<file path="src/rtl/rxq_pkg.sv">
package rxq_pkg;
    typedef enum logic [1:0] {
        ST_EMPTY = 2'd0,
        ST_PART  = 2'd1,
        ST_FULL  = 2'd2
    } rxq_state_e;
endpackage

</file>
<file path="src/rtl/rxq_store.sv">
module rxq_store #(
    parameter int DEPTH  = 4,
    parameter int DATA_W = 8,
    localparam int PTR_W = $clog2(DEPTH)
) (
    input  logic              clk,
    input  logic              rst_n,
    input  logic              we,
    input  logic [PTR_W-1:0]  wr_idx,
    input  logic [DATA_W-1:0] wr_data,
    input  logic [PTR_W-1:0]  rd_idx,
    output logic [DATA_W-1:0] rd_data
);
    logic [DATA_W-1:0] slot [DEPTH];

    for (genvar i = 0; i < DEPTH; i++) begin : g_slot
        always_ff @(posedge clk or negedge rst_n) begin
            if (!rst_n) begin
                slot[i] <= '0;
            end else if (we && (wr_idx == PTR_W'(i))) begin
                slot[i] <= wr_data;
            end
        end
    end

    assign rd_data = slot[rd_idx];
endmodule

</file>
<file path="src/rtl/rxq_ctrl.sv">
module rxq_ctrl
    import rxq_pkg::*;
#(
    parameter int DEPTH = 4,
    localparam int PTR_W = $clog2(DEPTH),
    localparam int CNT_W = $clog2(DEPTH + 1)
) (
    input  logic             clk,
    input  logic             rst_n,
    input  logic             rx_en,
    input  logic             wr_valid,
    input  logic             brk_evt,
    input  logic             rd_req,
    input  logic             flush,
    output logic             we,
    output logic [PTR_W-1:0] wr_idx,
    output logic [PTR_W-1:0] head,
    output logic             nonempty,
    output logic             is_full,
    output logic             accept
);
    localparam logic [CNT_W-1:0] CNT_MAX = CNT_W'(DEPTH);

    rxq_state_e       st, st_n;
    logic [CNT_W-1:0] cnt, cnt_n;
    logic [PTR_W-1:0] head_n;
    logic             pop, data_ok, push;

    assign pop     = rd_req && (st != ST_EMPTY);
    assign data_ok = wr_valid && rx_en && !brk_evt && (st != ST_FULL);
    assign push    = brk_evt || data_ok;

    // Overwrite slot is the newest entry; otherwise append behind the tail.
    always_comb begin
        if (st == ST_FULL && !pop) begin
            wr_idx = head + PTR_W'(cnt - 1'b1);
        end else begin
            wr_idx = head + PTR_W'(cnt);
        end
        we = push && !flush;
    end

    // Next-state process
    always_comb begin
        st_n   = st;
        cnt_n  = cnt;
        head_n = head;
        if (flush) begin
            st_n   = ST_EMPTY;
            cnt_n  = '0;
            head_n = '0;
        end else begin
            if (pop) begin
                head_n = head + 1'b1;
            end
            if (push && !pop && st != ST_FULL) begin
                cnt_n = cnt + 1'b1;
            end else if (pop && !push) begin
                cnt_n = cnt - 1'b1;
            end
            unique case (st)
                ST_EMPTY: begin
                    if (push) st_n = ST_PART;
                end
                ST_PART: begin
                    if (cnt_n == CNT_MAX)  st_n = ST_FULL;
                    else if (cnt_n == '0)  st_n = ST_EMPTY;
                end
                ST_FULL: begin
                    if (cnt_n != CNT_MAX)  st_n = ST_PART;
                end
                default: st_n = ST_EMPTY;
            endcase
        end
    end

    // State register process
    always_ff @(posedge clk or negedge rst_n) begin
        if (!rst_n) begin
            st   <= ST_EMPTY;
            cnt  <= '0;
            head <= '0;
        end else begin
            st   <= st_n;
            cnt  <= cnt_n;
            head <= head_n;
        end
    end

    // Output process
    always_comb begin
        nonempty = 1'b0;
        is_full  = 1'b0;
        unique case (st)
            ST_EMPTY: ;
            ST_PART:  nonempty = 1'b1;
            ST_FULL: begin
                nonempty = 1'b1;
                is_full  = 1'b1;
            end
            default: ;
        endcase
        accept = rx_en && !is_full;
    end
endmodule

</file>
<file path="src/rtl/rxq_brkflag.sv">
module rxq_brkflag (
    input  logic clk,
    input  logic rst_n,
    input  logic brk_evt,
    input  logic brk_clr,
    output logic flag
);
    always_ff @(posedge clk or negedge rst_n) begin
        if (!rst_n) begin
            flag <= 1'b0;
        end else if (brk_evt) begin
            flag <= 1'b1;
        end else if (brk_clr) begin
            flag <= 1'b0;
        end
    end
endmodule

</file>
<file path="src/rtl/rx_byte_queue.sv">
module rx_byte_queue #(
    parameter int DEPTH  = 4,
    parameter int DATA_W = 8,
    localparam int PTR_W = $clog2(DEPTH)
) (
    input  logic              clk,
    input  logic              rst_n,
    input  logic              rx_en,
    input  logic              wr_valid,
    input  logic [DATA_W-1:0] wr_byte,
    input  logic              brk_evt,
    input  logic              rd_req,
    input  logic              flush,
    input  logic              brk_clr,
    output logic [DATA_W-1:0] rd_byte,
    output logic              rdy,
    output logic              full,
    output logic              can_accept,
    output logic              brk_flag
);
    logic              we;
    logic [PTR_W-1:0]  wr_idx, head;
    logic [DATA_W-1:0] wr_data, raw;
    logic              nonempty;

    // A break injects an all-zero byte.
    assign wr_data = brk_evt ? '0 : wr_byte;

    rxq_ctrl #(.DEPTH(DEPTH)) u_ctrl (
        .clk(clk), .rst_n(rst_n), .rx_en(rx_en), .wr_valid(wr_valid),
        .brk_evt(brk_evt), .rd_req(rd_req), .flush(flush),
        .we(we), .wr_idx(wr_idx), .head(head),
        .nonempty(nonempty), .is_full(full), .accept(can_accept)
    );

    rxq_store #(.DEPTH(DEPTH), .DATA_W(DATA_W)) u_store (
        .clk(clk), .rst_n(rst_n), .we(we), .wr_idx(wr_idx),
        .wr_data(wr_data), .rd_idx(head), .rd_data(raw)
    );

    rxq_brkflag u_brk (
        .clk(clk), .rst_n(rst_n), .brk_evt(brk_evt), .brk_clr(brk_clr),
        .flag(brk_flag)
    );

    assign rdy     = nonempty;
    assign rd_byte = nonempty ? raw : '0;
endmodule

</file>
<file path="config.mk">
export PLATFORM = sky130hd
export DESIGN_NAME = rx_byte_queue
export DESIGN_NICKNAME = d
export VERILOG_FILES = /design/src/rtl/rxq_pkg.sv /design/src/rtl/rxq_store.sv /design/src/rtl/rxq_ctrl.sv /design/src/rtl/rxq_brkflag.sv /design/src/rtl/rx_byte_queue.sv
export SDC_FILE = /design/constraint.sdc
export NUM_CORES = 1
export LEC_CHECK = 0
export CORE_MARGIN = 8
export CORE_UTILIZATION = 59
export DETAILED_ROUTE_END_ITERATION = 6
export GPL_TIMING_DRIVEN = 1
export MAX_ROUTING_LAYER = met4
export PLACE_DENSITY = 0.84
export RECOVER_POWER = 50
export SYNTH_ARGS = -nofsm -noshare
export SYNTH_HDL_FRONTEND = slang
export SYNTH_SLANG_ARGS = --single-unit
</file>
<file path="constraint.sdc">
create_clock -name clk -period 5.3 [get_ports clk]
set_input_delay 1.59 -clock clk [delete_from_list [all_inputs] [get_ports clk]]
set_output_delay 1.59 -clock clk [all_outputs]
set_load 0.1 [all_outputs]
</file>
Word level (Yosys, flattened, before mapping)
Index checks and enable logic that the tools add are counted.
{"block": "word_totals", "ff_bits": 40, "in_bits": 16}
{"block": "classes", "n_addsub": 5, "n_lt_le_gt_ge": 1, "eq_ne": 11, "n_mux": 22, "n_bitwise": 1, "n_reduce_logical": 28}
{"operator": "two-way mux 8 bit", "n": 4}
{"operator": "binary-select mux 8 bit (select 2 bit)", "n": 1}
{"operator": "two-way mux 2 bit", "n": 8}
{"operator": "logical AND 1 bit", "n": 14}
{"operator": "two-way mux 3 bit", "n": 4}
{"operator": "equality test 2 bit (second input constant)", "n": 3}
{"operator": "!= test 3 bit (second input constant)", "n": 2}
{"operator": "case mux 2 bit (3 select lines)", "n": 1}
{"operator": "nonzero test 2 bit", "n": 3}
{"operator": "logical NOT 1 bit", "n": 5}
{"operator": "adder 2 bit", "n": 2}
{"operator": "equality test 2 x 1 -> 1 bit (second input constant)", "n": 2}
{"operator": "logical NOT 2 bit", "n": 2}
{"operator": "two-way mux 1 bit", "n": 4}
{"operator": "!= test 4 x 2 -> 1 bit (second input constant)", "n": 1}
{"operator": "adder 3 x 1 -> 3 bit (second input constant)", "n": 1}
{"operator": "equality test 3 bit (second input constant)", "n": 1}
{"operator": ">= comparator 3 bit (second input constant)", "n": 1}
{"operator": "logical NOT 3 bit", "n": 1}
{"operator": "!= test 3 x 2 -> 1 bit (second input constant)", "n": 1}
{"operator": "inverter 2 -> 3 bit", "n": 1}
{"operator": "AND reduction 3 bit", "n": 1}
{"operator": "subtractor 3 x 1 -> 3 bit (second input constant)", "n": 1}
{"operator": "adder 2 x 1 -> 2 bit (second input constant)", "n": 1}
{"operator": "3 further kinds", "n": 3}

Logic depth before layout (Yosys ltp)
{"block": "depth", "depth_word": 14, "ltp_mapped": 10}

Cells and area by module
Synthesis repeated with hierarchy kept, for this count alone.
{"block": "unflattened", "cells_unflattened": 175, "hier_area_um2": 2195.9}
{"mod": "rxq_store", "n_inst": 1, "cells_per_inst": 78, "area_each_um2": 1401.3, "seq_area_each_um2": 800.8}
{"mod": "rxq_ctrl", "n_inst": 1, "cells_per_inst": 78, "area_each_um2": 658.1, "seq_area_each_um2": 175.2}
{"mod": "rx_byte_queue", "n_inst": 1, "cells_per_inst": 16, "area_each_um2": 100.1, "seq_area_each_um2": 0.0}
{"mod": "rxq_brkflag", "n_inst": 1, "cells_per_inst": 3, "area_each_um2": 36.3, "seq_area_each_um2": 25.0}

Worst setup path before layout
OpenSTA, ideal clock, no wires.
{"block": "synth_timing", "kind": "input-to-output", "from": "input port rx_en", "to": "output port can_accept", "arrival_ns": 2.924, "required_ns": 3.710, "slack_ns": 0.786, "cell_stages": 1, "n_path_buf": 0, "path_cell_list": "nor2b_1"}
{"block": "synth_via", "elab_chain_len": 1}
{"element": "start, declared", "line": "rx_byte_queue.sv:8", "rtl": "input logic rx_en,"}
{"element": "logical AND 1 bit", "line": "rxq_ctrl.sv:103", "rtl": "accept = rx_en && !is_full;"}
{"element": "end, declared", "line": "rx_byte_queue.sv:18", "rtl": "output logic can_accept,"}
Every way passes these cells.

Worst setup path in the final report
{"block": "layout_timing", "from": "register u_ctrl.head[0]", "to": "output port rd_byte[4]"}
{"block": "layout_via", "elab_chain_len": 5}
{"element": "start, declared", "line": "rxq_ctrl.sv:17", "rtl": "output logic [PTR_W-1:0] head,"}
{"element": "start signal, assigned", "line": "rxq_ctrl.sv:86", "rtl": "head <= head_n;"}
{"element": "inverter 2 -> 3 bit (implied by the code)", "line": "rxq_store.sv:26", "rtl": "assign rd_data = slot[rd_idx];"}
{"element": "binary-select mux 8 bit (select 2 bit)", "line": "rxq_store.sv:26"}
{"element": "two-way mux 8 bit (implied by the code) (2 in series)", "line": "rxq_store.sv:26"}
{"element": "two-way mux 8 bit", "line": "rx_byte_queue.sv:47", "rtl": "assign rd_byte = nonempty ? raw : '0;"}
{"element": "end, declared", "line": "rx_byte_queue.sv:15", "rtl": "output logic [DATA_W-1:0] rd_byte,"}
Every way passes these cells. The select of a mux whose other input is x is not followed.

==> results.sh <==
export IMPL_outcome="complete, but fails checks"
export IMPL_violations="capacitance limit, slew limit"
export IMPL_cp_required_ns=3.71
export IMPL_place_hpwl_mm=3.42
export IMPL_vias=1421
export IMPL_firstDrtPassIters=4
export IMPL_syn_to_final_growth_pct=16.7
export IMPL_num_nets_final=222
export IMPL_critPathCaptureType="primary output"
export IMPL_crit_start="u_ctrl.head[0]$_DFFE_PN0P_"
export IMPL_netlist_instances=171
export IMPL_ys_ff_latch=40
export IMPL_clockBufferDepth=2
export IMPL_reg2reg_depth=9
export IMPL_drt_iter0_drc=96
export IMPL_h_tree_depth=2
export IMPL_ant_nets=0
export IMPL_numCtsBuffers=5
export IMPL_yosysTopAreaCellShare=0.459
export IMPL_io_pins=28
export IMPL_overflow=0
export IMPL_arrival_ns=2.78
export IMPL_cts_root_buf="clkbuf_8"
export IMPL_r2r_end="u_store.slot[30]$_DFFE_PN0P_"
export IMPL_rsz0062_at_grt="false"
export IMPL_core_um2=3610
export IMPL_antenna_found_initial=0
export IMPL_hp_start="u_store.slot[9]$_DFFE_PN0P_"
export IMPL_place_inst=240
export IMPL_crit_fanout=11
export IMPL_finalHoldViolations=0
export IMPL_avgSynthCellArea_um2=12.8
export IMPL_grt_max_degree=41
export IMPL_path_class="register to primary output"
export IMPL_fin_cells=247
export IMPL_grtUsageMet3=0.0373
export IMPL_worstHoldEndpoint="u_store.slot[9]$_DFFE_PN0P_"
export IMPL_skew_ns=0.00215
export IMPL_cap_violations=1
export IMPL_fmax_mhz=229
export IMPL_cts_tree="built"
export IMPL_drc=0
export IMPL_fin_crit_sh=0.824
export IMPL_clkLatencyLatePin_ns=0.29
export IMPL_avgViaCountPerCell=5.75
export IMPL_mappedNetlistArea_um2=2180
export IMPL_grt_busiest_layer="met2"
export IMPL_use_met1=0.176
export IMPL_fp_dieW_um=76.8
export IMPL_power_density_nw_per_um2=521
export IMPL_utilization=0.706
export IMPL_ctsResizeCount=0
export IMPL_power_w=0.00133
export IMPL_async_flop_share=1.00
export IMPL_yosysMostFrequentCell="dfrtp_1"
export IMPL_io_buffers=27
export IMPL_track_usage=0.169
export IMPL_holdPathStages=1
export IMPL_die_h_um=76.8
export IMPL_dieArea_um2=5900
export IMPL_synth_edf_count=0
export IMPL_regToRegSetupSlack_ns=2.44
export IMPL_syn_num_nets=194
export IMPL_grt_util_met2=0.297
export IMPL_clkTransAtPathRegs_ns=0.07
export IMPL_setup_viol=0
export IMPL_grt_pass1_vias=1587
export IMPL_synth_common_cells="dfrtp_1 (40), mux2_1 (32), nor2b_1 (11)"
export IMPL_slew_headroom=-0.415
export IMPL_r2r_start="u_ctrl.st[0]$_DFFE_PN0P_"
export IMPL_avgRoutedWirePerCell_um=18.9
export IMPL_worstMarginPinSlew_ns=2.12
export IMPL_yosysWarnings=0
export IMPL_num_rows=22
export IMPL_synth_largest_area_cell="dfrtp_1"
export IMPL_start_util=0.605
export IMPL_yosys_top_cells_area="dfrtp_1 (46%), mux2_1 (17%), mux4_2 (8.3%)"
export IMPL_wl_mm=4.66
export IMPL_routabilityCongestion=0.819
export IMPL_ys_types=40
export IMPL_ys_flop_type="dfrtp_1"
export IMPL_ir_worst_vdd_mv=0.268
export IMPL_finalSetupTns_ns=0
export IMPL_cp_start_kind="register"
export IMPL_min_delay_path_class="register to register"
export IMPL_slew_violations=41
export IMPL_antenna_cells=0
export IMPL_cts_setup_buffers=0
export IMPL_drive_gt1_frac=0.121
export IMPL_fin_crit_ns=4.37
export IMPL_grt_pass1_wl_mm=7.63
export IMPL_cts_sinks=40
export IMPL_cts_hold_buf=0
export IMPL_p_leak_nw=1.14
export IMPL_yosysSeqAreaShare=0.459
==> power by group <==
part | internal (W) | switching, W
Clock | 0.0000894 | 0.0000984
Combinational | 0.000256 | 0.000381
Sequential | 0.000419 | 0.0000836
==> kinds of logic after synthesis <==
family	count (synthesis)	synth area share
compound gates	12	0.0562
buf+inv	14	0.0292
flops	40	0.459
mux	42	0.257
xor+xnor	7	0.0281
simple gates	49	0.131
fa+ha+maj	7	0.0401
==> metrics by stage <==
step	hold slack, ns	setup slack (ns)	cell area [um2]
2_1_floorplan	0.453	0.786	2180
3_3_place_gp	0.462	1.22	2470
3_5_place_dp	0.475	1.16	2470
4_1_cts	0.491	0.909	2550
5_1_grt	0.504	0.836	2550
6_report	0.486	0.934	2550
==> cells in the final DEF (no fill, tap or decap), types with 5 or more instances in the layout <==
cell	count
dfrtp_1	40
nor2_1	9
mux2_1	32
clkbuf_8	5
clkdlybuf4s50_1	23
nor2b_1	11
and2_1	8
mux4_2	8
ha_1	7
inv_1	7
==> per-layer routing <==
layer,part of all wire,wire length [um]
met1,0.40,1860
met2,0.54,2520
met3,0.038,179
met4,0.021,96
met5,0,0
==> cell type report <==
cell class	instances	area, um2
multi-input combinational	117	1120
fill	255	1060
sequential	40	1000
timing repair buffer	27	262
clock buffer	6	72.6
tap	48	60.1
inverter	8	30.0
clock inverter	1	5.00
==> state kept, by name (all words and copies together) (netlist names) <==
| signal | count |
|---|---|
| u_store.slot | 32 |
| u_ctrl.cnt | 3 |
| u_ctrl.head | 2 |
| u_ctrl.st | 2 |
| u_brk.flag | 1 |
==> critical path, cell delays in order (launching register included) <==
cell and delay [ns]:
dfrtp_1 0.76, mux4_2 0.58, and2_1 0.18, clkdlybuf4s50_1 0.97
==> worst max path at each step <==
stage	end	slack [ns]	cells past startpoint
after CTS	rd_byte[4]	0.91	3
after floorplan	can_accept	0.79	1
after detailed placement	can_accept	1.16	3
final	rd_byte[4]	0.93	3
after global placement	can_accept	1.22	3
after global routing	rd_byte[3]	0.84	3
Note: power is estimated with default switching activity, not from simulation.
